<file path="src/rtl/sdi_line_pkg.sv">
package sdi_line_pkg;

   typedef enum logic [2:0] {
      TX_IDLE,
      TX_LEAD,
      TX_BRK,
      TX_MARK,
      TX_FRAME
   } tx_st_t;

   typedef enum logic [2:0] {
      RX_OFF,
      RX_GAP,
      RX_IDLE,
      RX_START,
      RX_BITS
   } rx_st_t;

   // parity bit that makes the total count of ones even (odd = 0) or odd (odd = 1)
   function automatic logic parity_of(input logic [15:0] v, input logic odd);
      return (^v) ^ odd;
   endfunction

endpackage

</file>
<file path="src/rtl/sdi_tick_gen.sv">
module sdi_tick_gen #(
   parameter int DIV = 10416
) (
   input  logic clk,
   input  logic rst_n,
   output logic tick
);
   localparam int CW = $clog2(DIV);

   logic [CW-1:0] cnt;

   always_ff @(posedge clk or negedge rst_n) begin
      if (!rst_n)                      cnt <= '0;
      else if (cnt == CW'(DIV - 1))    cnt <= '0;
      else                             cnt <= cnt + 1'b1;
   end

   assign tick = (cnt == CW'(DIV - 1));
endmodule

</file>
<file path="src/rtl/sdi_tx.sv">
module sdi_tx
   import sdi_line_pkg::*;
#(
   parameter int DBITS      = 7,
   parameter int OVS        = 16,
   parameter int BRK_TICKS  = 232,
   parameter int MARK_TICKS = 160,
   parameter bit PAR_ODD    = 1'b0
) (
   input  logic             clk,
   input  logic             rst_n,
   input  logic             tick,
   input  logic [DBITS-1:0] tx_data,
   input  logic             tx_valid,
   output logic             tx_ready,
   input  logic             brk_req,
   output logic             tx_busy,
   output logic             line_out,
   output logic             line_oe
);
   localparam int FRAME = DBITS + 3;
   localparam int MAXT  = (BRK_TICKS > MARK_TICKS) ?
                          ((BRK_TICKS > OVS) ? BRK_TICKS : OVS) :
                          ((MARK_TICKS > OVS) ? MARK_TICKS : OVS);
   localparam int TW    = $clog2(MAXT + 1);
   localparam int BW    = $clog2(FRAME + 1);

   tx_st_t           st;
   logic [TW-1:0]    tcnt;
   logic [BW-1:0]    bcnt;
   logic [FRAME-1:0] sh;
   logic [FRAME-1:0] frame_w;
   logic             buf_vld;
   logic [DBITS-1:0] buf_dat;
   logic             brk_pend;
   logic             to_brk;
   logic             seg_end;

   // serial order from bit 0: start(0), data LSB first, parity, stop(1)
   assign frame_w = {1'b1, parity_of(16'(buf_dat), PAR_ODD), buf_dat, 1'b0};

   always_comb begin
      unique case (st)
         TX_LEAD:  seg_end = (tcnt == TW'(OVS - 1));
         TX_BRK:   seg_end = (tcnt == TW'(BRK_TICKS - 1));
         TX_MARK:  seg_end = (tcnt == TW'(MARK_TICKS - 1));
         TX_FRAME: seg_end = (tcnt == TW'(OVS - 1));
         default:  seg_end = 1'b0;
      endcase
   end

   always_ff @(posedge clk or negedge rst_n) begin
      if (!rst_n) begin
         st       <= TX_IDLE;
         tcnt     <= '0;
         bcnt     <= '0;
         sh       <= '1;
         buf_vld  <= 1'b0;
         buf_dat  <= '0;
         brk_pend <= 1'b0;
         to_brk   <= 1'b0;
      end else begin
         if (tx_valid && !buf_vld) begin
            buf_vld <= 1'b1;
            buf_dat <= tx_data;
         end
         if (brk_req && st == TX_IDLE) brk_pend <= 1'b1;
         if (tick) begin
            if (st == TX_IDLE) begin
               tcnt <= '0;
               if (brk_pend) begin
                  st       <= TX_LEAD;
                  to_brk   <= 1'b1;
                  brk_pend <= 1'b0;
               end else if (buf_vld) begin
                  st      <= TX_LEAD;
                  to_brk  <= 1'b0;
                  sh      <= frame_w;
                  bcnt    <= '0;
                  buf_vld <= 1'b0;
               end
            end else if (!seg_end) begin
               tcnt <= tcnt + 1'b1;
            end else begin
               tcnt <= '0;
               unique case (st)
                  TX_LEAD: st <= to_brk ? TX_BRK : TX_FRAME;
                  TX_BRK:  st <= TX_MARK;
                  TX_MARK: begin
                     if (buf_vld) begin
                        st      <= TX_FRAME;
                        sh      <= frame_w;
                        bcnt    <= '0;
                        buf_vld <= 1'b0;
                     end else begin
                        st <= TX_IDLE;
                     end
                  end
                  TX_FRAME: begin
                     if (bcnt == BW'(FRAME - 1)) begin
                        if (buf_vld) begin
                           sh      <= frame_w;
                           bcnt    <= '0;
                           buf_vld <= 1'b0;
                        end else begin
                           st <= TX_IDLE;
                        end
                     end else begin
                        sh   <= {1'b1, sh[FRAME-1:1]};
                        bcnt <= bcnt + 1'b1;
                     end
                  end
                  default: st <= TX_IDLE;
               endcase
            end
         end
      end
   end

   assign tx_ready = !buf_vld;
   assign tx_busy  = (st != TX_IDLE) || brk_pend;
   assign line_oe  = (st != TX_IDLE);
   assign line_out = (st == TX_BRK) || (st == TX_FRAME && !sh[0]);
endmodule

</file>
<file path="src/rtl/sdi_rx.sv">
module sdi_rx
   import sdi_line_pkg::*;
#(
   parameter int DBITS     = 7,
   parameter int OVS       = 16,
   parameter int BRK_TICKS = 232,
   parameter int SYNC      = 2,
   parameter bit PAR_ODD   = 1'b0
) (
   input  logic             clk,
   input  logic             rst_n,
   input  logic             tick,
   input  logic             bus_in,
   output logic [DBITS-1:0] rx_data,
   output logic             rx_valid,
   output logic             rx_perr,
   output logic             brk_evt,
   output logic             wake
);
   localparam int HW = $clog2(BRK_TICKS + 1);
   localparam int RW = $clog2(OVS);
   localparam int NW = $clog2(DBITS + 2);

   logic [SYNC-1:0] sy;
   logic            lvl;
   logic            lvl_d;
   logic [HW-1:0]   hcnt;
   rx_st_t          rs;
   logic [RW-1:0]   rcnt;
   logic [NW-1:0]   rbit;
   logic [DBITS:0]  rsh;

   for (genvar i = 0; i < SYNC; i++) begin : g_sync
      always_ff @(posedge clk or negedge rst_n) begin
         if (!rst_n)      sy[i] <= 1'b0;
         else if (i == 0) sy[i] <= bus_in;
         else             sy[i] <= sy[(i == 0) ? 0 : i - 1];
      end
   end

   assign lvl  = sy[SYNC-1];
   assign wake = lvl && !lvl_d;

   // level timer for the long marker, independent of the character receiver
   always_ff @(posedge clk or negedge rst_n) begin
      if (!rst_n) begin
         lvl_d   <= 1'b0;
         hcnt    <= '0;
         brk_evt <= 1'b0;
      end else begin
         lvl_d   <= lvl;
         brk_evt <= 1'b0;
         if (tick) begin
            if (!lvl) begin
               hcnt <= '0;
            end else if (hcnt != HW'(BRK_TICKS)) begin
               hcnt <= hcnt + 1'b1;
               if (hcnt == HW'(BRK_TICKS - 1)) brk_evt <= 1'b1;
            end
         end
      end
   end

   always_ff @(posedge clk or negedge rst_n) begin
      if (!rst_n) begin
         rs       <= RX_OFF;
         rcnt     <= '0;
         rbit     <= '0;
         rsh      <= '0;
         rx_data  <= '0;
         rx_perr  <= 1'b0;
         rx_valid <= 1'b0;
      end else begin
         rx_valid <= 1'b0;
         if (brk_evt) begin
            rs <= RX_GAP;
         end else if (tick) begin
            unique case (rs)
               RX_GAP:  if (!lvl) rs <= RX_IDLE;
               RX_IDLE: if (lvl) begin
                  rs   <= RX_START;
                  rcnt <= '0;
               end
               RX_START: begin
                  if (rcnt == RW'(OVS / 2 - 1)) begin
                     rcnt <= '0;
                     rbit <= '0;
                     rs   <= lvl ? RX_BITS : RX_IDLE;
                  end else begin
                     rcnt <= rcnt + 1'b1;
                  end
               end
               RX_BITS: begin
                  if (rcnt == RW'(OVS - 1)) begin
                     rcnt <= '0;
                     if (rbit == NW'(DBITS + 1)) begin
                        rs <= RX_IDLE;
                        if (!lvl) begin
                           rx_valid <= 1'b1;
                           rx_data  <= rsh[DBITS-1:0];
                           rx_perr  <= (^rsh) != PAR_ODD;
                        end
                     end else begin
                        rsh  <= {!lvl, rsh[DBITS:1]};
                        rbit <= rbit + 1'b1;
                     end
                  end else begin
                     rcnt <= rcnt + 1'b1;
                  end
               end
               default: rs <= RX_OFF;
            endcase
         end
      end
   end
endmodule

</file>
<file path="src/rtl/sdi_line_ctrl.sv">
module sdi_line_ctrl #(
   parameter int CLK_HZ     = 200_000_000,
   parameter int BAUD       = 1200,
   parameter int OVS        = 16,
   parameter int DBITS      = 7,
   parameter int BRK_TICKS  = 232,
   parameter int MARK_TICKS = 160,
   parameter int SYNC       = 2,
   parameter bit PAR_ODD    = 1'b0
) (
   input  logic             clk,
   input  logic             rst_n,
   input  logic [DBITS-1:0] tx_data,
   input  logic             tx_valid,
   output logic             tx_ready,
   input  logic             brk_req,
   output logic             tx_busy,
   output logic [DBITS-1:0] rx_data,
   output logic             rx_valid,
   output logic             rx_perr,
   output logic             brk_evt,
   output logic             wake,
   input  logic             bus_in,
   output logic             bus_out,
   output logic             bus_oe
);
   localparam int DIV = CLK_HZ / (BAUD * OVS);

   if (DIV < 2)
      $error("clock too slow for BAUD*OVS");
   if (OVS < 4 || (OVS % 2) != 0)
      $error("OVS must be even and at least 4");
   if (DBITS < 5 || DBITS > 16)
      $error("DBITS out of range");
   if (BRK_TICKS <= OVS * (DBITS + 2))
      $error("marker must outlast any high run inside a character");
   if (SYNC < 2)
      $error("SYNC needs two stages or more");

   logic tick;

   sdi_tick_gen #(.DIV(DIV)) u_tick (
      .clk(clk), .rst_n(rst_n), .tick(tick)
   );

   sdi_tx #(
      .DBITS(DBITS), .OVS(OVS), .BRK_TICKS(BRK_TICKS),
      .MARK_TICKS(MARK_TICKS), .PAR_ODD(PAR_ODD)
   ) u_tx (
      .clk(clk), .rst_n(rst_n), .tick(tick),
      .tx_data(tx_data), .tx_valid(tx_valid), .tx_ready(tx_ready),
      .brk_req(brk_req), .tx_busy(tx_busy),
      .line_out(bus_out), .line_oe(bus_oe)
   );

   sdi_rx #(
      .DBITS(DBITS), .OVS(OVS), .BRK_TICKS(BRK_TICKS),
      .SYNC(SYNC), .PAR_ODD(PAR_ODD)
   ) u_rx (
      .clk(clk), .rst_n(rst_n), .tick(tick), .bus_in(bus_in),
      .rx_data(rx_data), .rx_valid(rx_valid), .rx_perr(rx_perr),
      .brk_evt(brk_evt), .wake(wake)
   );
endmodule

</file>
<file path="config.mk">
export PLATFORM = sky130hd
export DESIGN_NAME = sdi_line_ctrl
export DESIGN_NICKNAME = d
export VERILOG_FILES = /design/src/rtl/sdi_line_pkg.sv /design/src/rtl/sdi_tick_gen.sv /design/src/rtl/sdi_tx.sv /design/src/rtl/sdi_rx.sv /design/src/rtl/sdi_line_ctrl.sv
export SDC_FILE = /design/constraint.sdc
export NUM_CORES = 1
export LEC_CHECK = 0
export BUFFER_PORTS_ARGS = -buffer_cell sky130_fd_sc_hd__buf_2
export CORE_AREA = 2 2 119 121
export CTS_BUF_LIST = sky130_fd_sc_hd__clkbuf_8
export DETAILED_ROUTE_END_ITERATION = 10
export DIE_AREA = 0 0 121 123
export SLEW_MARGIN = 20
export SYNTH_ARGS = -nofsm -noshare
export SYNTH_HDL_FRONTEND = slang
export SYNTH_HIERARCHICAL = 1
export SYNTH_SLANG_ARGS = --single-unit
</file>
<file path="constraint.sdc">
create_clock -name clk -period 9.4 [get_ports clk]
set_clock_uncertainty 0.05 [all_clocks]
set_input_delay 1.88 -clock clk [delete_from_list [all_inputs] [get_ports clk]]
set_output_delay 1.88 -clock clk [all_outputs]
set_load 0.02 [all_outputs]
</file>
# After elaboration in Yosys (flattened, before gate mapping)
# Index checks and enable logic that the tools add are counted.
[op_classes] eq_ne=32 addsub=6 bitwise_logic=3 n_reduce_logical=30 mux=68
[op_table] op="two-way mux 10 bit" count=5
[op_table] op="two-way mux 3 bit" count=16
[op_table] op="two-way mux 4 bit" count=11
[op_table] op="two-way mux 8 bit" count=4
[op_table] op="equality test 8 bit (second input constant)" count=3
[op_table] op="one-hot mux 3 bit (4 select lines)" count=2
[op_table] op="two-way mux 1 bit" count=23
[op_table] op="one-hot mux 10 bit (2 select lines)" count=1
[op_table] op="!= test 3 x 1 -> 1 bit (second input constant)" count=6
[op_table] op="AND reduction 6 bit" count=3
[op_table] op="adder 8 x 1 -> 8 bit (second input constant)" count=2
[op_table] op="one-hot mux 4 bit (2 select lines)" count=2
[op_table] op="parity 16 bit" count=1
[op_table] op="adder 14 x 1 -> 14 bit (second input constant)" count=1
[op_table] op="equality test 14 bit (second input constant)" count=1
[op_table] op="two-way mux 14 bit" count=1
[op_table] op="adder 4 x 1 -> 4 bit (second input constant)" count=3
[op_table] op="equality test 3 x 2 -> 1 bit (second input constant)" count=4
[op_table] op="equality test 4 bit (second input constant)" count=3
[op_table] op="one-hot mux 4 bit (3 select lines)" count=1
[op_table] op="AND reduction 5 bit" count=2
[op_table] op="nonzero test 3 bit" count=3
[op_table] op="equality test 8 x 4 -> 1 bit (second input constant)" count=1
[op_table] op="!= test 8 bit (second input constant)" count=1
[op_table] op="20 further kinds" count=39
[totals] register_bits=89 out_inout_bits=15 wordCells=160

# Depth between registers and ports, before layout
# Gate-level depths: netlist of run 1.
[logic_depth] ltp_word=9 mapped_depth=11

# Hierarchy
# Netlist of run 1, hierarchy kept.
[by_module_without_submodules] mod="sdi_rx" area_each_um2=2043.2 cells_each=186 seq_area_each_um2=1001.0 instances=1
[by_module_without_submodules] mod="sdi_tx" area_each_um2=1970.6 cells_each=186 seq_area_each_um2=888.4 instances=1
[by_module_without_submodules] mod="sdi_tick_gen" area_each_um2=674.4 cells_each=61 seq_area_each_um2=350.3 instances=1

# Worst setup path after synthesis of run 1
# OpenSTA, ideal clock, no wires.
[synth_timing] kind="register to output" startpoint="register u_tx.st[0]" endpoint="output port tx_busy" n_path_buf=1 path_slack_ns=6.275 t_arrival_ns=1.195 stages_incl_launch_ff=4 path_cell_list="dfrtp_1 > or2_1 > buf_2 > or3_1"
[synth_between] elab_chain_len=2
[synth_rtl] item="from (decl)" line="sdi_tx.sv:28" text="tx_st_t st;"
[synth_rtl] item="from (signal assigned)" line="sdi_tx.sv:87" text="TX_LEAD: st <= to_brk ? TX_BRK : TX_FRAME;"
[synth_rtl] item="nonzero test 3 bit" line="sdi_tx.sv:121" text="assign tx_busy = (st != TX_IDLE) || brk_pend;"
[synth_rtl] item="logical OR 1 bit" line="sdi_tx.sv:121"
[synth_rtl] item="to (decl)" line="sdi_line_ctrl.sv:17" text="output logic tx_busy,"
# Every way passes these cells.

# Worst setup path after layout of run 1
[layout_timing] startpoint="register u_tx.st[1]" endpoint="output port tx_busy"
# The elaborated chain is that of the path after synthesis.

==> impl_metrics.json, run 1 <==
{
  "wirelength_um": 9290,
  "syn_inst": 433,
  "critPathKind": "reg2out",
  "post_cts_resized": 0,
  "area_growth_syn_to_layout_pct": 10.2,
  "die_area_sq_um": 14900,
  "place_inst": 625,
  "clkSinkCount": 89,
  "setup.worst_path.end_class": "output port",
  "rsz0062_at_grt": "no",
  "power_w": 0.000679,
  "dp_hpwl_um": 6410,
  "design_area_sq_um": 5170,
  "setup_violations": 0,
  "grt-ovfl-total": 0,
  "finalSetupTns_ns": 0,
  "leakage_nw": 2.27,
  "placed_area_sq_um": 4960,
  "post-route-drc-count": 0,
  "finalCritPeriodShare_pct": 39.0,
  "die_w_um": 121,
  "crit_arrival_ns": 1.74,
  "yosys_warnings": 6,
  "max_slew_margin_pct": 45.5,
  "cp.required_ns": 7.47,
  "grt_max_degree": 50,
  "synth_edf_count": 0,
  "place_congestion": 0.857,
  "cts_max_level": 3,
  "cts_root_buf": "clkbuf_8",
  "die_y_um": 123,
  "syn_nets": 455,
  "synth_cell_type_count": 71,
  "clk_path_buf_depth": 2,
  "drv_slew": 0,
  "cap_viol_max_count": 0,
  "portBuffers": 26,
  "cts_tree": "yes",
  "postCtsSetupBuffers": 0,
  "drt_iter0_drc": 303,
  "dr.pass1.iters": 5,
  "clkTransAtPathRegs_ns": 0.09,
  "ys_seq_area_share_pct": 47.8,
  "hold_path.class": "reg2reg",
  "clk_latency_ns": 0.37,
  "antenna_found_initial": 0,
  "period_needed_ns": 3.67,
  "drive_above_1_share_pct": 21.9,
  "cts_buffers": 9,
  "grt_use_total_pct": 13.6,
  "grt_pass1_vias": 3294,
  "ios": 27,
  "start_util_pct": 34.4,
  "antennaDiodeCount": 0,
  "start_kind": "register",
  "rows": 43,
  "grt_pass1_wl_um": 16000,
  "status": "finished clean",
  "tightest_slew_ns": 0.812,
  "ir_worst_vdd_mv": 0.0791,
  "holdBufCountCts": 0,
  "fin_util_pct": 38.0,
  "p_per_area_nw_per_um2": 131,
  "vias": 3334,
  "fillers": 1320,
  "viasPerCell": 5.20,
  "final_common_cell": "dfrtp_1",
  "drtAntennaViolNets": 0,
  "async_flop_share_pct": 100,
  "syn_avg_cell_area_sq_um": 10.8,
  "layout.nets": 478,
  "wire_per_inst_um": 14.5,
  "ys_ff_latch": 89,
  "final_cell_mix": "79 x dfrtp_1, 36 x nand2_1, 28 x nor2_1",
  "core_area_sq_um": 13600,
  "syn-cell-area_sq_um": 4690,
  "hold_viol_final": 0,
  "max_freq_mhz": 273,
  "layout.cells.non_filler": 641,
  "worstPathMaxFanout": 14,
  "synth_flop_cell": "dfrtp_1"
}
[flip-flops by register name, indices dropped and copies added, names as in the netlist]
signal,count
u_rx/rx_valid,1
u_rx/lvl_d,1
u_tx/brk_pend,1
u_tx/to_brk,1
u_rx/rcnt,4
u_rx/sy,1
u_rx/rbit,4
u_rx/brk_evt,1
u_rx/lvl,1
u_rx/rx_data,7
u_tx/tcnt,8
u_rx/rs,3
u_tx/buf_dat,7
u_tx/buf_vld,1
u_tx/sh,10
u_rx/rx_perr,1
u_rx/hcnt,8
u_tx/bcnt,4
u_tick/cnt,14
u_tx/st,3
u_rx/rsh,8
[per-stage QoR]
step | setup WS (ns) | hold WS (ns)
2_1_floorplan | 6.27 | 0.281
3_3_place_gp | 6.14 | 0.285
3_5_place_dp | 6.12 | 0.287
4_1_cts | 5.69 | 0.309
5_1_grt | 5.55 | 0.333
6_report | 5.73 | 0.304
[power by group]
part	total [W]	internal [W]	switching (W)
logic	0.0000201	0.00000723	0.0000129
registers	0.000388	0.000385	0.00000265
clock network	0.000271	0.000136	0.000135
[worst max-delay path: stages, from the launching register on]
cell,delay (ns)
dfrtp_1,0.52
or2_1,0.36
or3_1,0.33
buf_2,0.16
[layer usage]
layer | share of wire, % | vias to the layer above | routed length (um) | GRT usage, %
li1 | - | 1625 | - | -
met1 | 48 | 1636 | 4500 | 17.4
met5 | 0 | - | 0 | 0
met3 | 3.6 | 10 | 335 | 4.75
met2 | 47 | 63 | 4340 | 21.9
met4 | 1.2 | 0 | 113 | 3.63
[synth_stat cells, types with 6 or more instances]
cell,n,area share [%]
nand2_1,36,2.9
xor2_1,11,2.1
inv_1,13,1.0
and3_1,7,0.93
mux2_4,8,2.6
a31oi_1,6,0.80
a2bb2oi_2,8,2.6
o22ai_1,11,1.5
clkbuf_1,7,0.56
dfstp_2,10,5.6
nand4_1,12,1.6
dfrtp_1,79,42
mux2_2,17,4.1
xnor2_1,19,3.5
nand3_1,14,1.5
o21ai_0,26,2.8
nor2b_1,8,1.1
nor3_1,8,0.85
nor2_1,28,2.2
ha_1,10,2.7
[worst paths after layout]
path                          startpoint              end  slack (ns)  cells past startpoint
min                           u_rx/sy[0]         u_rx/lvl        0.30                      0
max reg2reg                u_tick/cnt[6]  u_rx/rx_data[5]        6.10                      7
min in group asynchronous          rst_n       u_tx/st[2]        1.43                      1
max in group asynchronous          rst_n       u_rx/rs[1]        6.85                      2
min reg2reg                   u_rx/sy[0]         u_rx/lvl        0.30                      0
max                           u_tx/st[1]          tx_busy        5.73                      3
[cell families after synthesis]
group,after synthesis,share of synthesized area (%)
and+or+nand+nor,150,17.8
DFF,89,47.8
adders and majority gates,10,2.67
AOI/OAI and AO/OA,97,15.7
muxes,28,7.29
buffers and inverters,29,3.15
xor gates and xnor gates,30,5.60
[area by class of cell]
class                           count  area (sq um)  area share (%)
Multi-Input combinational cell    315          2300            44.5
Sequential cell                    89          2240            43.3
Tap cell                          180           225            4.36
Clock buffer                       11           151            2.93
Timing Repair Buffer               28           148            2.86
Clock inverter                      5          55.1            1.07
Inverter                           13          48.8           0.944
(Power assumes the default switching activity.)
==> run 2: changes to the inputs <==
ABC_AREA = 1   (was unset)
CORE_AREA = 2 2 125 127   (was 2 2 119 121)
DIE_AREA = 0 0 127 129   (was 0 0 121 123)
clock period = 3.7 ns   (was 9.4 ns; I/O delays follow)
==> impl_metrics.json, run 2 <==
{
  "status": "finished clean",
  "critPathKind": "reg2reg",
  "syn-cell-area_sq_um": 5200,
  "placed_area_sq_um": 5470,
  "drt_iter0_drc": 206,
  "clk_latency_ns": 0.38,
  "synth_edf_count": 0,
  "ir_worst_vdd_mv": 0.154,
  "critPathSlowestCell": "dfrtp_1",
  "viasPerCell": 4.67,
  "design_area_sq_um": 5670,
  "post_cts_resized": 0,
  "core_area_sq_um": 15000,
  "worstPathCellList": "ha_1, nand2_2, inv_1, nand2_1, nor2_1, nand2_1, inv_1, inv_1, nor2_1, inv_2, nand2_4, nand2_4, nand2_1, nand2_1",
  "post-route-drc-count": 0,
  "synth_flop_cell": "dfrtp_1",
  "yosys_warnings": 6,
  "synth_cell_type_count": 37,
  "hold_path.class": "reg2reg",
  "syn_avg_cell_area_sq_um": 7.60,
  "met3_usage_pct": 3.70,
  "worst_r2r_path_depth": 14,
  "clk_path_buf_depth": 2,
  "cap_viol_max_count": 0,
  "grt_pass1_wl_um": 18700,
  "synth_common_cells": "208 x nand2_1, 79 x dfrtp_1, 74 x inv_1",
  "ios": 27,
  "synth.most_common_cell": "nand2_1",
  "regArea_sq_um": 2240,
  "grt.met1_usage_pct": 18.0,
  "vias": 4199,
  "ys_seq_area_share_pct": 43.1,
  "start_kind": "register",
  "grt_pass1_vias": 4114,
  "max_freq_mhz": 395,
  "layout.nets": 728,
  "dp_hpwl_um": 7360,
  "die_y_um": 129,
  "holdBufCountCts": 0,
  "place_inst": 883,
  "regToRegSetupSlack_ns": 1.17,
  "drtAntennaViolNets": 0,
  "drv_slew": 0,
  "rsz0062_at_grt": "no",
  "area_growth_syn_to_layout_pct": 9.17,
  "finalCritPeriodShare_pct": 68.3,
  "start_util_pct": 34.7,
  "yosys.area.top_type": "dfrtp_1",
  "setup.worst_path.end": "u_tx/bcnt[1]",
  "met2_usage_pct": 22.5,
  "final_common_cell": "nand2_1",
  "grt_use_total_pct": 13.9,
  "dr.pass1.iters": 4,
  "multi_input_area_sq_um": 2530,
  "rr_endpoint": "u_tx/bcnt[1]",
  "ys_ff_latch": 89,
  "syn_inst": 684,
  "fillers": 1550,
  "largest_register_ffs": 14,
  "clkTransAtPathRegs_ns": 0.09,
  "place_congestion": 0.821,
  "cts_buffers": 9,
  "top_register": "u_tick/cnt",
  "leakage_nw": 2.80,
  "async_flop_share_pct": 100,
  "busiest_layer": "met2",
  "p_per_area_nw_per_um2": 301,
  "yosys-top-cells-area": "dfrtp_1 38%, nand2_1 15%, inv_1 5.3%",
  "period_needed_ns": 2.53,
  "slowest_delay_ns": 0.42,
  "grt-ovfl-total": 0,
  "tightest_slew_ns": 0.770,
  "r2r_start": "u_tick/cnt[0]",
  "crit_cells": 14,
  "worstPathMaxFanout": 25,
  "final_cell_mix": "208 x nand2_1, 79 x dfrtp_1, 74 x inv_1",
  "cts_root_buf": "clkbuf_8",
  "wirelength_um": 10300,
  "finalSetupTns_ns": 0,
  "crit_buf_inv": 4,
  "largestRegisters": "u_tick/cnt: 14 flops, u_tx/sh: 10 flops",
  "max_slew_margin_pct": 48.7,
  "layout.cells.non_filler": 899,
  "syn_nets": 706,
  "postCtsSetupBuffers": 0,
  "setup_violations": 0,
  "cpLargestDelayFamily": "simple AND/OR/NAND/NOR gates",
  "path_common_cell": "nand2_1",
  "die_w_um": 127,
  "antenna_found_initial": 0,
  "grt_max_degree": 59,
  "hold_viol_final": 0,
  "final.setup.worst_slack_ns": 1.17,
  "rows": 45,
  "crit_start": "u_tick/cnt[0]",
  "whs_ns": 0.310,
  "cts_tree": "yes",
  "cts_max_level": 3,
  "wire_per_inst_um": 11.5,
  "portBuffers": 26,
  "setup.worst_path.end_class": "register",
  "post-place-ws_ns": 1.18,
  "drive_above_1_share_pct": 14.6,
  "cp.required_ns": 3.93,
  "die_area_sq_um": 16400,
  "antennaDiodeCount": 0,
  "synth_top_area_share_pct": 38.0,
  "crit_arrival_ns": 2.76,
  "clkSinkCount": 89
}
==> run 2: layer usage <==
metal	share of wire [%]	up-vias
li1	-	2222
met1	49	1924
met2	45	43
met3	4.2	10
met4	1.4	0
met5	0	-
==> run 2: worst reg2reg max path: stages, from the launching register on <==
cell and delay [ns]:
dfrtp_1 0.42, ha_1 0.20, nand2_2 0.09, inv_1 0.08
nand2_1 0.07, nor2_1 0.10, nand2_1 0.09, inv_1 0.33
inv_1 0.16, nor2_1 0.19, inv_2 0.08, nand2_4 0.25
nand2_4 0.17, nand2_1 0.11, nand2_1 0.05
==> run 2: logic make-up after synthesis <==
group / count (synthesis) / share of synthesized area [%]
compound gates: 84 / 9.36
xor+xnor: 23 / 3.88
fa+ha+maj: 10 / 2.41
buf+inv: 99 / 8.18
flops: 89 / 43.1
simple gates: 379 / 33.1
==> run 2: layout make-up <==
class | instances | area share (%)
sequential | 89 | 39.5
clock inverter | 6 | 1.15
tap | 188 | 4.15
clock buffer | 10 | 2.43
timing repair buffer | 27 | 2.69
multi-input combinational | 496 | 44.6
inverter | 83 | 5.49
==> run 2: worst min path at each step <==
stage	from	to	cells after the start	slack [ns]
2_1_floorplan	u_rx/sy[0]	u_rx/lvl	0	0.28
3_5_place_dp	u_rx/sy[0]	u_rx/lvl	0	0.29
6_report	u_rx/sy[0]	u_rx/lvl	0	0.31
4_1_cts	u_rx/sy[0]	u_rx/lvl	0	0.31
5_1_grt	u_rx/sy[0]	u_rx/lvl	0	0.32
3_3_place_gp	u_rx/sy[0]	u_rx/lvl	0	0.28
==> run 2: stage by stage <==
step,utilization (%),total power (W)
final,37.9,0.00171
after CTS,37.9,0.00175
after global routing,37.9,0.00179
after global placement,36.5,0.00103
after floorplan,-,0.000998
after detailed placement,36.5,0.00103
==> run 2: power by group <==
part	total [W]	switching (W)	leakage [nW]	internal (W)
Sequential	0.000977	0.00000253	1.14	0.000974
Clock	0.000699	0.000368	0.103	0.000332
Combinational	0.0000319	0.0000244	1.56	0.00000753
==> run 3: changes to the inputs <==
clock period = 2.6 ns   (was 3.7 ns; I/O delays follow)
==> impl_metrics.json, run 3 (synthesis results as in run 2) <==
{
  "status": "finished clean",
  "finalSetupTns_ns": 0,
  "drtAntennaViolNets": 0,
  "max_slew_margin_pct": 59.9,
  "die_area_sq_um": 16400,
  "postCtsSetupBuffers": 0,
  "wire_per_inst_um": 11.8,
  "leakage_nw": 2.82,
  "grt_pass1_wl_um": 18500,
  "finalCritPeriodShare_pct": 87.0,
  "drive_above_1_share_pct": 15.1,
  "clkSinkCount": 89,
  "largestRegisters": "u_tick/cnt: 14 flops, u_tx/sh: 10 flops",
  "cap_viol_max_count": 0,
  "portBuffers": 26,
  "placed_area_sq_um": 5510,
  "final_cell_mix": "208 x nand2_1, 79 x dfrtp_1, 75 x inv_1",
  "rsz0062_at_grt": "no",
  "drt_iter0_drc": 255,
  "place_inst": 888,
  "vias": 4246,
  "critPathKind": "reg2reg",
  "regArea_sq_um": 2240,
  "dr.pass1.iters": 5,
  "grt-ovfl-total": 0,
  "antennaDiodeCount": 0,
  "die_w_um": 127,
  "cts_root_buf": "clkbuf_8",
  "setup_violations": 0,
  "clk_latency_ns": 0.37,
  "cp.required_ns": 2.82,
  "post_cts_resized": 0,
  "hold_viol_final": 0,
  "rows": 45,
  "antenna_found_initial": 0,
  "die_y_um": 129,
  "final_common_cell": "nand2_1",
  "start_kind": "register",
  "whs_ns": 0.0952,
  "design_area_sq_um": 5700,
  "ios": 27,
  "place_congestion": 0.831,
  "grt_max_degree": 46,
  "hold_path.class": "in2async",
  "setup.worst_path.end_class": "register",
  "cts_tree": "yes",
  "ir_worst_vdd_mv": 0.204,
  "clkTransAtPathRegs_ns": 0.08,
  "start_util_pct": 34.7,
  "post-route-drc-count": 0,
  "grt_pass1_vias": 3987,
  "p_per_area_nw_per_um2": 417,
  "fillers": 1566,
  "worstPathMaxFanout": 20,
  "cts_buffers": 9,
  "power_w": 0.00238,
  "largest_register_ffs": 14,
  "core_area_sq_um": 15000,
  "grt_use_total_pct": 13.9,
  "tightest_slew_ns": 0.602,
  "clk_path_buf_depth": 2,
  "max_freq_mhz": 442,
  "top_register": "u_tick/cnt",
  "cts_max_level": 3,
  "dp_hpwl_um": 7550,
  "layout.nets": 733,
  "crit_arrival_ns": 2.48,
  "area_growth_syn_to_layout_pct": 9.73,
  "holdBufCountCts": 0,
  "viasPerCell": 4.70,
  "layout.cells.non_filler": 904,
  "drv_slew": 0,
  "period_needed_ns": 2.26,
  "multi_input_area_sq_um": 2530,
  "wirelength_um": 10600
}
run 3: layout make-up:
cell class	count	area share, %
Multi-Input combinational cell	496	44.4
Clock inverter	3	0.263
Tap cell	188	4.12
Timing Repair Buffer	32	3.33
Inverter	83	5.46
Clock buffer	13	3.14
Sequential cell	89	39.3
run 3: layer usage:
metal	GRT usage, %	up-vias	wire (um)
met5	0	-	0
met1	18.5	1956	5350
met3	3.74	4	396
li1	-	2224	-
met4	4.27	0	52
met2	22.5	62	4830
run 3: worst max-delay path: stages (launching register included):
cell,delay (ns)
dfrtp_1,0.41
ha_1,0.21
nand2_2,0.09
inv_1,0.08
nand2_1,0.07
nor2_1,0.11
nand2_1,0.10
inv_2,0.16
inv_1,0.11
nor2_1,0.16
inv_2,0.07
nand2_4,0.21
nand2_4,0.16
nand2_1,0.10
nand2_1,0.05
run 3: worst paths after layout:
path / from / endpoint / slack [ns] / depth (start not counted)
setup / recovery: u_tick/cnt[0] / u_tx/bcnt[1] / 0.34 / 14
hold / removal: rst_n / u_tx/bcnt[3] / 0.1 / 1
setup reg to reg: u_tick/cnt[0] / u_tx/bcnt[1] / 0.34 / 14
hold reg to reg: u_rx/sy[0] / u_rx/lvl / 0.30 / 0
max in group asynchronous: rst_n / u_tx/sh[3] / 1.73 / 2
min in group clk: bus_in / u_rx/sy[0] / 0.20 / 1
run 3: power by group:
part	switching, W	total (W)	internal, W
clock	0.000494	0.000940	0.000446
sequential	0.000000501	0.00139	0.00139
combinational	0.0000377	0.0000504	0.0000127
run 3: per-stage QoR:
stage	utilization (%)	setup WS, ns
after global routing	38.1	0.0380
after CTS	38.1	0.201
final	38.1	0.338
after detailed placement	36.8	0.204
after floorplan	-	0.480
after global placement	36.8	0.293
